==> config.mk <==
export PLATFORM = sky130hd
export DESIGN_NAME = uframe_index_ctr
export DESIGN_NICKNAME = d
export VERILOG_FILES = /design/src/rtl/fidx_pkg.sv /design/src/rtl/fidx_wr_gate.sv /design/src/rtl/fidx_core.sv /design/src/rtl/fidx_index_sel.sv /design/src/rtl/uframe_index_ctr.sv
export SDC_FILE = /design/constraint.sdc
export NUM_CORES = 1
export LEC_CHECK = 0
export CAP_MARGIN = 30
export CELL_PAD_IN_SITES_DETAIL_PLACEMENT = 1
export CELL_PAD_IN_SITES_GLOBAL_PLACEMENT = 2
export CORE_MARGIN = 1.5
export CORE_UTILIZATION = 15
export CTS_CLUSTER_SIZE = 16
export DETAILED_ROUTE_END_ITERATION = 16
export PLACE_DENSITY = 0.79
export SYNTH_ARGS = -nofsm -noshare
export SYNTH_HDL_FRONTEND = slang
export SYNTH_HIERARCHICAL = 1
export SYNTH_SLANG_ARGS = --single-unit
==> constraint.sdc <==
create_clock -name clk -period 1.7 [get_ports clk]
set_input_delay 0.255 -clock clk [delete_from_list [all_inputs] [get_ports clk]]
set_output_delay 0.255 -clock clk [all_outputs]
set_load 0.05 [all_outputs]
==> src/rtl/fidx_pkg.sv <==
package fidx_pkg;

    // Frame-list size codes and the count layout shared by the block.
    typedef enum logic [1:0] {
        FLS_1024 = 2'b00,
        FLS_512  = 2'b01,
        FLS_256  = 2'b10,
        FLS_RSVD = 2'b11
    } fls_e;

    localparam int CNT_W_DEF   = 14;
    localparam int UF_BITS_DEF = 3;
    localparam int IDX_W_DEF   = 10;
    localparam int REG_W_DEF   = 32;

endpackage

==> src/rtl/fidx_wr_gate.sv <==
module fidx_wr_gate #(
    parameter int REG_W = 32,
    localparam int BE_W = REG_W / 8
) (
    input  logic            reg_wr,
    input  logic [BE_W-1:0] reg_be,
    input  logic            halted,
    input  logic            run_en,
    output logic            wr_ok
);

    logic full_word;

    always_comb begin
        full_word = &reg_be;
        wr_ok     = reg_wr && full_word && halted && !run_en;
    end

endmodule

==> src/rtl/fidx_core.sv <==
module fidx_core #(
    parameter int CNT_W = 14
) (
    input  logic             clk,
    input  logic             rst_n,
    input  logic             uframe_tick,
    input  logic             halted,
    input  logic             wr_ok,
    input  logic [CNT_W-1:0] wr_val,
    output logic [CNT_W-1:0] count
);

    typedef struct packed {
        logic [CNT_W-1:0] count;
    } state_t;

    state_t st_d, st_q;

    always_comb begin
        st_d = st_q;
        if (wr_ok) begin
            st_d.count = wr_val;
        end else if (uframe_tick && !halted) begin
            st_d.count = st_q.count + CNT_W'(1);
        end
    end

    always_ff @(posedge clk) begin
        if (!rst_n) begin
            st_q <= '0;
        end else begin
            st_q <= st_d;
        end
    end

    assign count = st_q.count;

endmodule

==> src/rtl/fidx_index_sel.sv <==
module fidx_index_sel
    import fidx_pkg::*;
#(
    parameter int IDX_W = 10
) (
    input  logic [IDX_W-1:0] frame_bits,
    input  logic [1:0]       fls_code,
    output logic [IDX_W-1:0] flist_idx
);

    logic [IDX_W-1:0] idx_full, idx_half, idx_quarter;

    for (genvar i = 0; i < IDX_W; i++) begin : g_bit
        assign idx_full[i] = frame_bits[i];
        if (i < IDX_W - 1) begin : g_half_keep
            assign idx_half[i] = frame_bits[i];
        end else begin : g_half_zero
            assign idx_half[i] = 1'b0;
        end
        if (i < IDX_W - 2) begin : g_qtr_keep
            assign idx_quarter[i] = frame_bits[i];
        end else begin : g_qtr_zero
            assign idx_quarter[i] = 1'b0;
        end
    end

    always_comb begin
        unique case (fls_e'(fls_code))
            FLS_512:  flist_idx = idx_half;
            FLS_256:  flist_idx = idx_quarter;
            default:  flist_idx = idx_full;
        endcase
    end

endmodule

==> src/rtl/uframe_index_ctr.sv <==
module uframe_index_ctr
    import fidx_pkg::*;
#(
    parameter int CNT_W   = CNT_W_DEF,
    parameter int UF_BITS = UF_BITS_DEF,
    parameter int IDX_W   = IDX_W_DEF,
    parameter int REG_W   = REG_W_DEF,
    localparam int SOF_W  = CNT_W - UF_BITS,
    localparam int BE_W   = REG_W / 8
) (
    input  logic             clk,
    input  logic             rst_n,
    input  logic             uframe_tick,
    input  logic             run_en,
    input  logic             halted,
    input  logic [1:0]       fls_code,
    input  logic             reg_wr,
    input  logic [BE_W-1:0]  reg_be,
    input  logic [REG_W-1:0] reg_wdata,
    output logic [REG_W-1:0] reg_rdata,
    output logic [IDX_W-1:0] flist_idx,
    output logic [SOF_W-1:0] sof_val
);

    logic             wr_ok;
    logic [CNT_W-1:0] count;
    logic             unused_wdata_hi;

    assign unused_wdata_hi = ^reg_wdata[REG_W-1:CNT_W];

    fidx_wr_gate #(.REG_W(REG_W)) u_gate (
        .reg_wr (reg_wr),
        .reg_be (reg_be),
        .halted (halted),
        .run_en (run_en),
        .wr_ok  (wr_ok)
    );

    fidx_core #(.CNT_W(CNT_W)) u_core (
        .clk         (clk),
        .rst_n       (rst_n),
        .uframe_tick (uframe_tick),
        .halted      (halted),
        .wr_ok       (wr_ok),
        .wr_val      (reg_wdata[CNT_W-1:0]),
        .count       (count)
    );

    fidx_index_sel #(.IDX_W(IDX_W)) u_idx (
        .frame_bits (count[UF_BITS+IDX_W-1:UF_BITS]),
        .fls_code   (fls_code),
        .flist_idx  (flist_idx)
    );

    assign reg_rdata = {{(REG_W-CNT_W){1'b0}}, count};
    assign sof_val   = count[CNT_W-1:UF_BITS];

endmodule

; After elaboration in Yosys (flattened, before gate mapping)
; Index checks and enable logic that the tools add are counted.
[word_totals]
regBits = 14
latch_bits = 0
mem_bits_rw = 0
romBits = 0
inputBits = 44
output_inout_bits = 53
word_cells = 15
mem_count = 0
[classes]
n_addsub = 1
multipliers = 0
n_div = 0
order_cmp = 0
eq_ne = 2
n_shift = 0
muxes = 3
n_bitwise = 0
n_reduce_logical = 8
[ops]
columns = op, n
row1 = $mux W14, 2
row2 = $pmux W10 S2, 1
row3 = $add A14 B1 Y14 const B, 1
row4 = $logic_and A1 B1 Y1, 4
row5 = $reduce_and A4 Y1, 1
row6 = $eq A2 B1 Y1 const B, 1
row7 = $eq A2 B2 Y1 const B, 1
row8 = $logic_not A1 Y1, 2
row9 = $reduce_bool A2 Y1, 1

; Logic depth before layout (Yosys ltp)
; Gate-level depths: netlist of the first run.
[depth]
ltp_word = 5
mapped_depth = 6
depth_no_buf = 5

; Hierarchy
; The synthesis of the first run kept the hierarchy.
[by_module_without_submodules]
columns = mod, instances, cells_each, area_each_um2, seq_area_each_um2
row1 = fidx_core, 1, 85, 737.0, 280.3
row2 = uframe_index_ctr, 1, 30, 221.5, 0.0
row3 = fidx_index_sel, 1, 12, 90.1, 0.0
row4 = fidx_wr_gate, 1, 3, 17.5, 0.0

; Worst setup path after synthesis of the first run
; OpenSTA, ideal clock, no wires.
[synth_timing]
path_type = register -> register
start = register u_core.st_q (netlist bit u_core/count[0])
end = register u_core.st_q (netlist bit u_core/count[12])
setup_time_ns = 0.133
arrival_ns = 1.600
required_ns = 1.567
slack_ns = -0.033
path_stages_with_launch = 6
path_buffers = 0
synth_period_minus_slack_ns = 1.733
cell_sequence = dfxtp_1 ha_1 nand3b_1 nor4_1 xnor2_1 a21oi_1
[synth_between]
elab_chain_cells = 3
[synth_rtl]
columns = element, line_no
row1 = from (decl), fidx_core.sv:17  ; state_t st_d, st_q;
row2 = from (signal assigned), fidx_core.sv:32  ; st_q <= st_d;
row3 = $add A14 B1 Y14, fidx_core.sv:24  ; st_d.count = st_q.count + CNT_W'(1);
row4 = $mux W14, fidx_core.sv:23  ; end else if (uframe_tick && !halted) begin
row5 = $mux W14, fidx_core.sv:21  ; if (wr_ok) begin
; Every way passes these cells. The select of a mux whose other input is x is not followed.
; A chain may end at the register's enable or synchronous reset.

; Final worst setup path of the first run
[layout_timing]
start = input fls_code[1]
end = output flist_idx[8]
[layout_between]
elab_chain_cells = 2
elab_cells_between_ends = 3
classes_between = eq/ne: 2 / mux: 1
[layout_rtl]
columns = element, line_no
row1 = from (decl), uframe_index_ctr.sv:16  ; input logic [1:0] fls_code,
row2 = $eq A2 B2 Y1 / $eq A2 B1 Y1 (equally long branches), fidx_index_sel.sv:28  ; unique case (fls_e'(fls_code))
row3 = $pmux W10 S2 (*), fidx_index_sel.sv:28
row4 = to (decl), uframe_index_ctr.sv:21  ; output logic [IDX_W-1:0] flist_idx,
; Mark *: on every way between the ends. The rest lies on a longest branch, timed or not.

==> run_results.csv, run 1 <==
group,metric,value,unit
synth,netlist_top_cells_area,"dfxtp_1 (26%), buf_4 (26%), xnor2_1 (8.2%)",
clock_network,root_buffer,"clkbuf_8",
global_routing,grt_usage,8.05,%
clock_network,cts.clk_slew.worst_paths,60,ps
synth,yosysUniqueCellTypes,26,
die,die_area,7620,µm²
drt,drt-initial-drc-count,12,
finish,final_area,1740,µm²
setup_path,critPathKind,"in2out",
hold_path,min_to,"u_core/count[0]",
synth,synth_top_cell_by_area,"dfxtp_1",
finish,layout-drive-gt1-share,29.7,%
hold_path,worstHoldStart,"reg_wdata[0]",
setup_path,rr_startpoint,"u_core/count[0]",
finish,nFillCells,818,
global_routing,grt_overflow,0,
finish,synthToLayoutAreaGrowth,63.1,%
die,rows,30,
synth,yosysSeqAreaShare,26.3,%
synth,synth_edf_count,0,
placement,place_hpwl,2460,µm
synth,synth_seq_cells,14,
global_routing,grt_pass1_wl,4730,µm
drt,vias,1009,
clock_network,cts_buffers,3,
clock_network,h-tree-depth,1,
setup_path,endpoint_kind,"output pin",
placement,routabilityCongestion,0.720,
synth,syn_area,1070,µm²
drt,totalWireLength,3070,µm
die,die_h,87.3,µm
setup_path,required,1440,ps
synth,yosysTopAreaCellShare,26.3,%
setup_path,r2r_slack,260,ps
global_routing,grt_max_degree,25,
sta,fin_worst_skew,2.17,ps
sta,fin_crit,1600,ps
finish,multi_input_area,554,µm²
synth,async_flop_share,0,%
setup_path,crit_path_max_fanout,2,
sta,grt_setup_unrepaired,"false",
drt,drt-pass1-iter-count,4,
die,core,6830,µm²
die,fp.dieW,87.3,µm
synth,syn_inst,130,
drt,ant_nets,0,
clock_network,cts_tree,"yes",
synth,synth-main-ff-cell,"dfxtp_1",
setup_path,critPathLaunchType,"input pin",
synth,yosysWarnings,6,
drt,avgViaCountPerCell,3.63,
sta,whs,616,ps
clock_network,clock_latency,250,ps
die,io_pins,97,
setup_path,r2r_end,"u_core/count[12]",
global_routing,antenna_found_initial,0,
setup_path,reg2reg_depth,5,
die,start_util,15.6,%
sta,setup_viol,0,
job,maxCapViolations,0,
finish,diodes,0,
sta,drv_slew,0,
power_and_ir_drop,ir_worst_vdd,0.217,mV
sta,fmax,0.624,GHz
sta,hold_viol,0,
clock_network,cts.sinks,14,
finish,largest_reg_flops,14,
power_and_ir_drop,p_leak,0.736,nW
drt,wl_per_cell,11.1,µm
outcome,status,"finished clean",
sta,period_share,94.3,%
placement,place_area,1670,µm²
finish,final-seq-area,283,µm²
placement,port_buffers,60,
clock_network,clock_path_buffers,2,
hold_path,hold_class,"in2reg",
setup_path,arrival,1350,ps
global_routing,grt_pass1_vias,1003,
power_and_ir_drop,power_density,525,nW/µm²
synth,synth.avg_cell_area,8.20,µm²
hold_path,holdPathStages,2,
drt,drc,0,
finish,finalNetCount,229,
power by group:
| group | internal (mW) | switching [mW] |
|---|---|---|
| clock | 0.205 | 0.131 |
| sequential | 0.334 | 0.00740 |
| combinational | 0.0832 | 0.152 |
| total | 0.623 | 0.291 |
routing by layer:
metal	vias to the layer above	part of all wire [%]	global-route usage (%)
met5	-	0	0
met4	0	0.33	1.30
met3	2	8.8	2.56
met2	53	51	15.3
met1	460	40	8.74
li1	494	-	-
cells in the final DEF, fill, tap and decap left out, types with 2 or more instances in the layout:
| master | Yosys | routed |
|---|---|---|
| buf_4 | 37 | 37 |
| clkdlybuf4s50_1 | 0 | 25 |
| conb_1 | 1 | 18 |
| dfxtp_1 | 14 | 12 |
| o21ai_0 | 11 | 11 |
| xnor2_1 | 10 | 10 |
| a21oi_1 | 10 | 10 |
| buf_12 | 0 | 9 |
| nand2_1 | 5 | 5 |
| inv_1 | 5 | 5 |
| nor4_1 | 5 | 5 |
| clkbuf_8 | 0 | 4 |
| o211a_1 | 3 | 3 |
| nand3_1 | 3 | 3 |
| nand4_1 | 3 | 3 |
| xor2_1 | 3 | 3 |
| and2_1 | 2 | 2 |
| nand4b_1 | 2 | 2 |
| nor3_1 | 2 | 2 |
| nor2_1 | 2 | 2 |
| dfxtp_2 | 0 | 2 |
cell families after synthesis:
group | synth area share (%)
XOR/XNOR | 10.7
multiplexers | 0.939
flip-flops | 26.3
adder cells (fa/ha/maj) | 2.35
other | 0.352
buffers and inverters | 28.9
AND/OR/NAND/NOR | 17.1
AO/OA/AOI/OAI | 13.4
area by class of cell:
type	count	area share (%)
Clock buffer	4	3.17
Inverter	5	1.08
Multi-Input combinational cell	88	31.9
Sequential cell	14	16.3
Tap cell	96	6.91
Timing Repair Buffer	71	40.7
worst max-delay path, cell delays in order:
cell,delay [ps]
clkdlybuf4s50_1,460
inv_1,60
ha_4,210
o21a_1,210
buf_12,150
Yosys cell counts (2+ instances only):
library cell  count
a21oi_1          10
and2_1            2
buf_4            37
clkbuf_1          3
dfxtp_1          14
ha_1              2
inv_1             5
nand2_1           5
nand3_1           3
nand4_1           3
nand4b_1          2
nor2_1            2
nor3_1            2
nor4_1            5
o211a_1           3
o21ai_0          11
xnor2_1          10
xor2_1            3
what timing repair did:
action / in CTS / in global routing
hold buffers: 0 / 0
resized for setup: 0 / 1
buffers inserted: 0 / 0
endpoints found under the setup margin: 0 / 1
worst max path at each step:
stage,cells past startpoint,slack [ps],endpoint,start
CTS,5,40,flist_idx[8],fls_code[1]
global route,6,40,u_core/count[13],halted
floorplan,4,10,u_core/count[11],u_core/count[3]
global placement,6,-120,u_core/count[13],halted
detailed placement,6,-110,u_core/count[13],halted
finish,5,100,flist_idx[8],fls_code[1]
stage by stage:
stage	util [%]	TNS, ps	power (mW)	worst slack, ps	std cells
finish	25.5	0	0.914	96.4	278
global route	25.5	0	0.965	37.5	278
CTS	25.3	0	0.927	44.7	278
detailed placement	24.5	-315	0.582	-105	274
global placement	24.5	-226	0.581	-124	274
floorplan	-	0	0.531	13.8	147
Power figures use the tool's default switching activity.
==> run 2: changes to the inputs <==
CORE_UTILIZATION = 13   (was 15)
PLACE_DENSITY = 0.72   (was 0.79)
clock period = 1.36 ns   (was 1.7 ns; I/O delays follow)
==> run 2 against run 1 <==
Effect of this change:
- the flow now finishes with violations (negative setup slack)
- critical path depth unchanged
- routed wire length grew 11%
- final area grew 31%
- register-to-register slack got worse by 260 ps
- first-iteration DRC count up 130%
- worst hold slack worse by 54 ps
- clock skew about the same
- count of clock-buffer cells in the layout unchanged
- via count up 7.1%
- largest cell class unchanged
==> run_results.csv, run 2 (synthesized netlist as in run 1, its figures left out) <==
group,metric,value,unit
outcome,status,"finished with violations",
outcome,violations,"negative setup slack",
hold_path,holdPathStages,3,
placement,routabilityCongestion,0.739,
placement,place_area,2130,µm²
power_and_ir_drop,internal_power,0.799,mW
die,start_util,13.6,%
global_routing,grtUsageMet1,8.94,%
global_routing,grt_max_degree,15,
finish,mostFrequentLayoutCells,"buf_12 (36), clkdlybuf4s50_1 (22), buf_4 (22)",
die,fp.dieW,93.6,µm
die,io_pins,97,
clock_network,clock_latency,250,ps
drt,drt-pass1-iter-count,2,
hold_path,worstHoldStart,"reg_wdata[3]",
global_routing,use_met3,3.01,%
die,rows,32,
setup_path,critPathKind,"in2reg",
power_and_ir_drop,net-switching-power,0.378,mW
setup_path,rr_startpoint,"u_core/count[0]",
setup_path,endpoint_kind,"flip-flop",
finish,nFillCells,918,
sta,hold_viol,0,
finish,finalNonFillerCells,298,
setup_path,r2r_end,"u_core/count[8]",
global_routing,use_met2,13.9,%
finish,final_area,2280,µm²
power_and_ir_drop,ir_worst_vdd,0.271,mV
power_and_ir_drop,p_total,1.18,mW
drt,wl_per_cell,11.5,µm
sta,period_share,102,%
power_and_ir_drop,pwr-share-comb,29.0,%
clock_network,h-tree-depth,1,
power_and_ir_drop,power_density,516,nW/µm²
clock_network,cts_hold_buf,0,
sta,setup_tns,-93.3,ps
sta,grt_setup_unrepaired,"true",
setup_path,required,1500,ps
clock_network,cts.clk_slew.worst_paths,60,ps
die,die_area,8750,µm²
finish,diodes,0,
sta,setup_viol,4,
hold_path,hold_class,"in2reg",
placement,port_buffers,60,
sta,fmax,0.719,GHz
global_routing,antenna_found_initial,0,
finish,post-route-util,29.0,%
placement,place_hpwl,2860,µm
power_and_ir_drop,p_seq_share,35.0,%
job,maxCapViolations,0,
setup_path,arrival,1530,ps
finish,layout-drive-gt1-share,43.4,%
sta,fin_worst_skew,2.34,ps
setup_path,reg2reg_depth,5,
power_and_ir_drop,switching_share,32.1,%
drt,avgViaCountPerCell,3.63,
clock_network,root_buffer,"clkbuf_8",
clock_network,clock_path_buffers,2,
global_routing,grt_pass1_wl,5260,µm
clock_network,cts_buffers,3,
power_and_ir_drop,pwr-share-clk,36.0,%
power_and_ir_drop,p_leak,0.925,nW
placement,dp_cells,290,
die,core,7850,µm²
setup_path,r2r_slack,0,ps
global_routing,grt_overflow,0,
finish,largest_reg_flops,14,
hold_path,min_to,"u_core/count[3]",
sta,fin_crit,1390,ps
finish,finalNetCount,243,
sta,drv_slew,0,
clock_network,cts_tree,"yes",
finish,synthToLayoutAreaGrowth,114,%
finish,final_common_cell,"buf_12",
global_routing,grt_pass1_vias,1094,
setup_path,critPathLaunchType,"input pin",
clock_network,cts.sinks,14,
setup_path,crit_path_max_fanout,4,
drt,drc,0,
drt,ant_nets,0,
global_routing,grt-busiest-layer,"met2",
drt,vias,1081,
drt,drt-initial-drc-count,27,
drt,totalWireLength,3420,µm
die,die_h,93.6,µm
global_routing,grt_usage,7.79,%
sta,worst_slack,-31.7,ps
==> run 2: cell count changes in the layout (fill, tap and decap cells not counted), sizes merged <==
cell	delta
clkdlybuf4s50	-3
dlygate4sd2	+3
buf	+14
==> run 2: how the worst max path moves through the flow <==
stage | start | endpoint | slack [ps] | depth (start not counted)
2_1_floorplan | u_core/count[0] | u_core/count[12] | -30 | 5
3_3_place_gp | halted | u_core/count[13] | -310 | 5
3_5_place_dp | halted | u_core/count[8] | -400 | 5
4_1_cts | u_core/count[0] | u_core/count[12] | -40 | 6
5_1_grt | u_core/count[0] | u_core/count[8] | -120 | 5
6_report | uframe_tick | u_core/count[11] | -30 | 5
==> run 2: stage by stage <==
stage | setup slack [ps] | hold WS (ps)
global route | -118 | 567
CTS | -40.0 | 564
detailed placement | -401 | 563
global placement | -309 | 556
floorplan | -33.3 | 332
finish | -31.7 | 562
==> run 2: metal layers <==
metal / routed length [µm] / vias up
li1: - / 523
met3: 248 / 0
met5: 0 / -
met2: 1810 / 48
met1: 1360 / 510
met4: 0 / 0
==> run 2: timing repair <==
action,4_1_cts,5_1_grt
resized for setup,8,7
pin swaps,5,6
setup buffers,3,1
setup endpoints to repair,12,12
==> run 2: final cells by class <==
type                       count  area (µm²)  area share (%)
clock buffer                   4        55.1            2.41
inverter                       5        18.8           0.823
multi-input combinational     88         604            26.5
sequential                    14         319            14.0
tap                          102         128            5.60
timing repair buffer          85        1150            50.7
==> run 2: critical path, stage by stage <==
cell and delay (ps):
clkdlybuf4s50_1 530, nand4b_1 230, nor4_1 320, xnor2_1 160, a21oi_1 80
==> run 2: power by group through the flow <==
stage	clock [mW]	combinational [mW]	sequential, mW
2_1_floorplan	0	0.204	0.445
3_3_place_gp	0	0.339	0.419
3_5_place_dp	0	0.342	0.419
4_1_cts	0.438	0.343	0.412
5_1_grt	0.462	0.360	0.412
6_report	0.424	0.341	0.412
==> run 3: changes to the inputs <==
GPL_ROUTABILITY_DRIVEN = 0   (was not set)
==> results of run 3 <==
No change in the layout: final DEF, timing and power equal those of run 2.
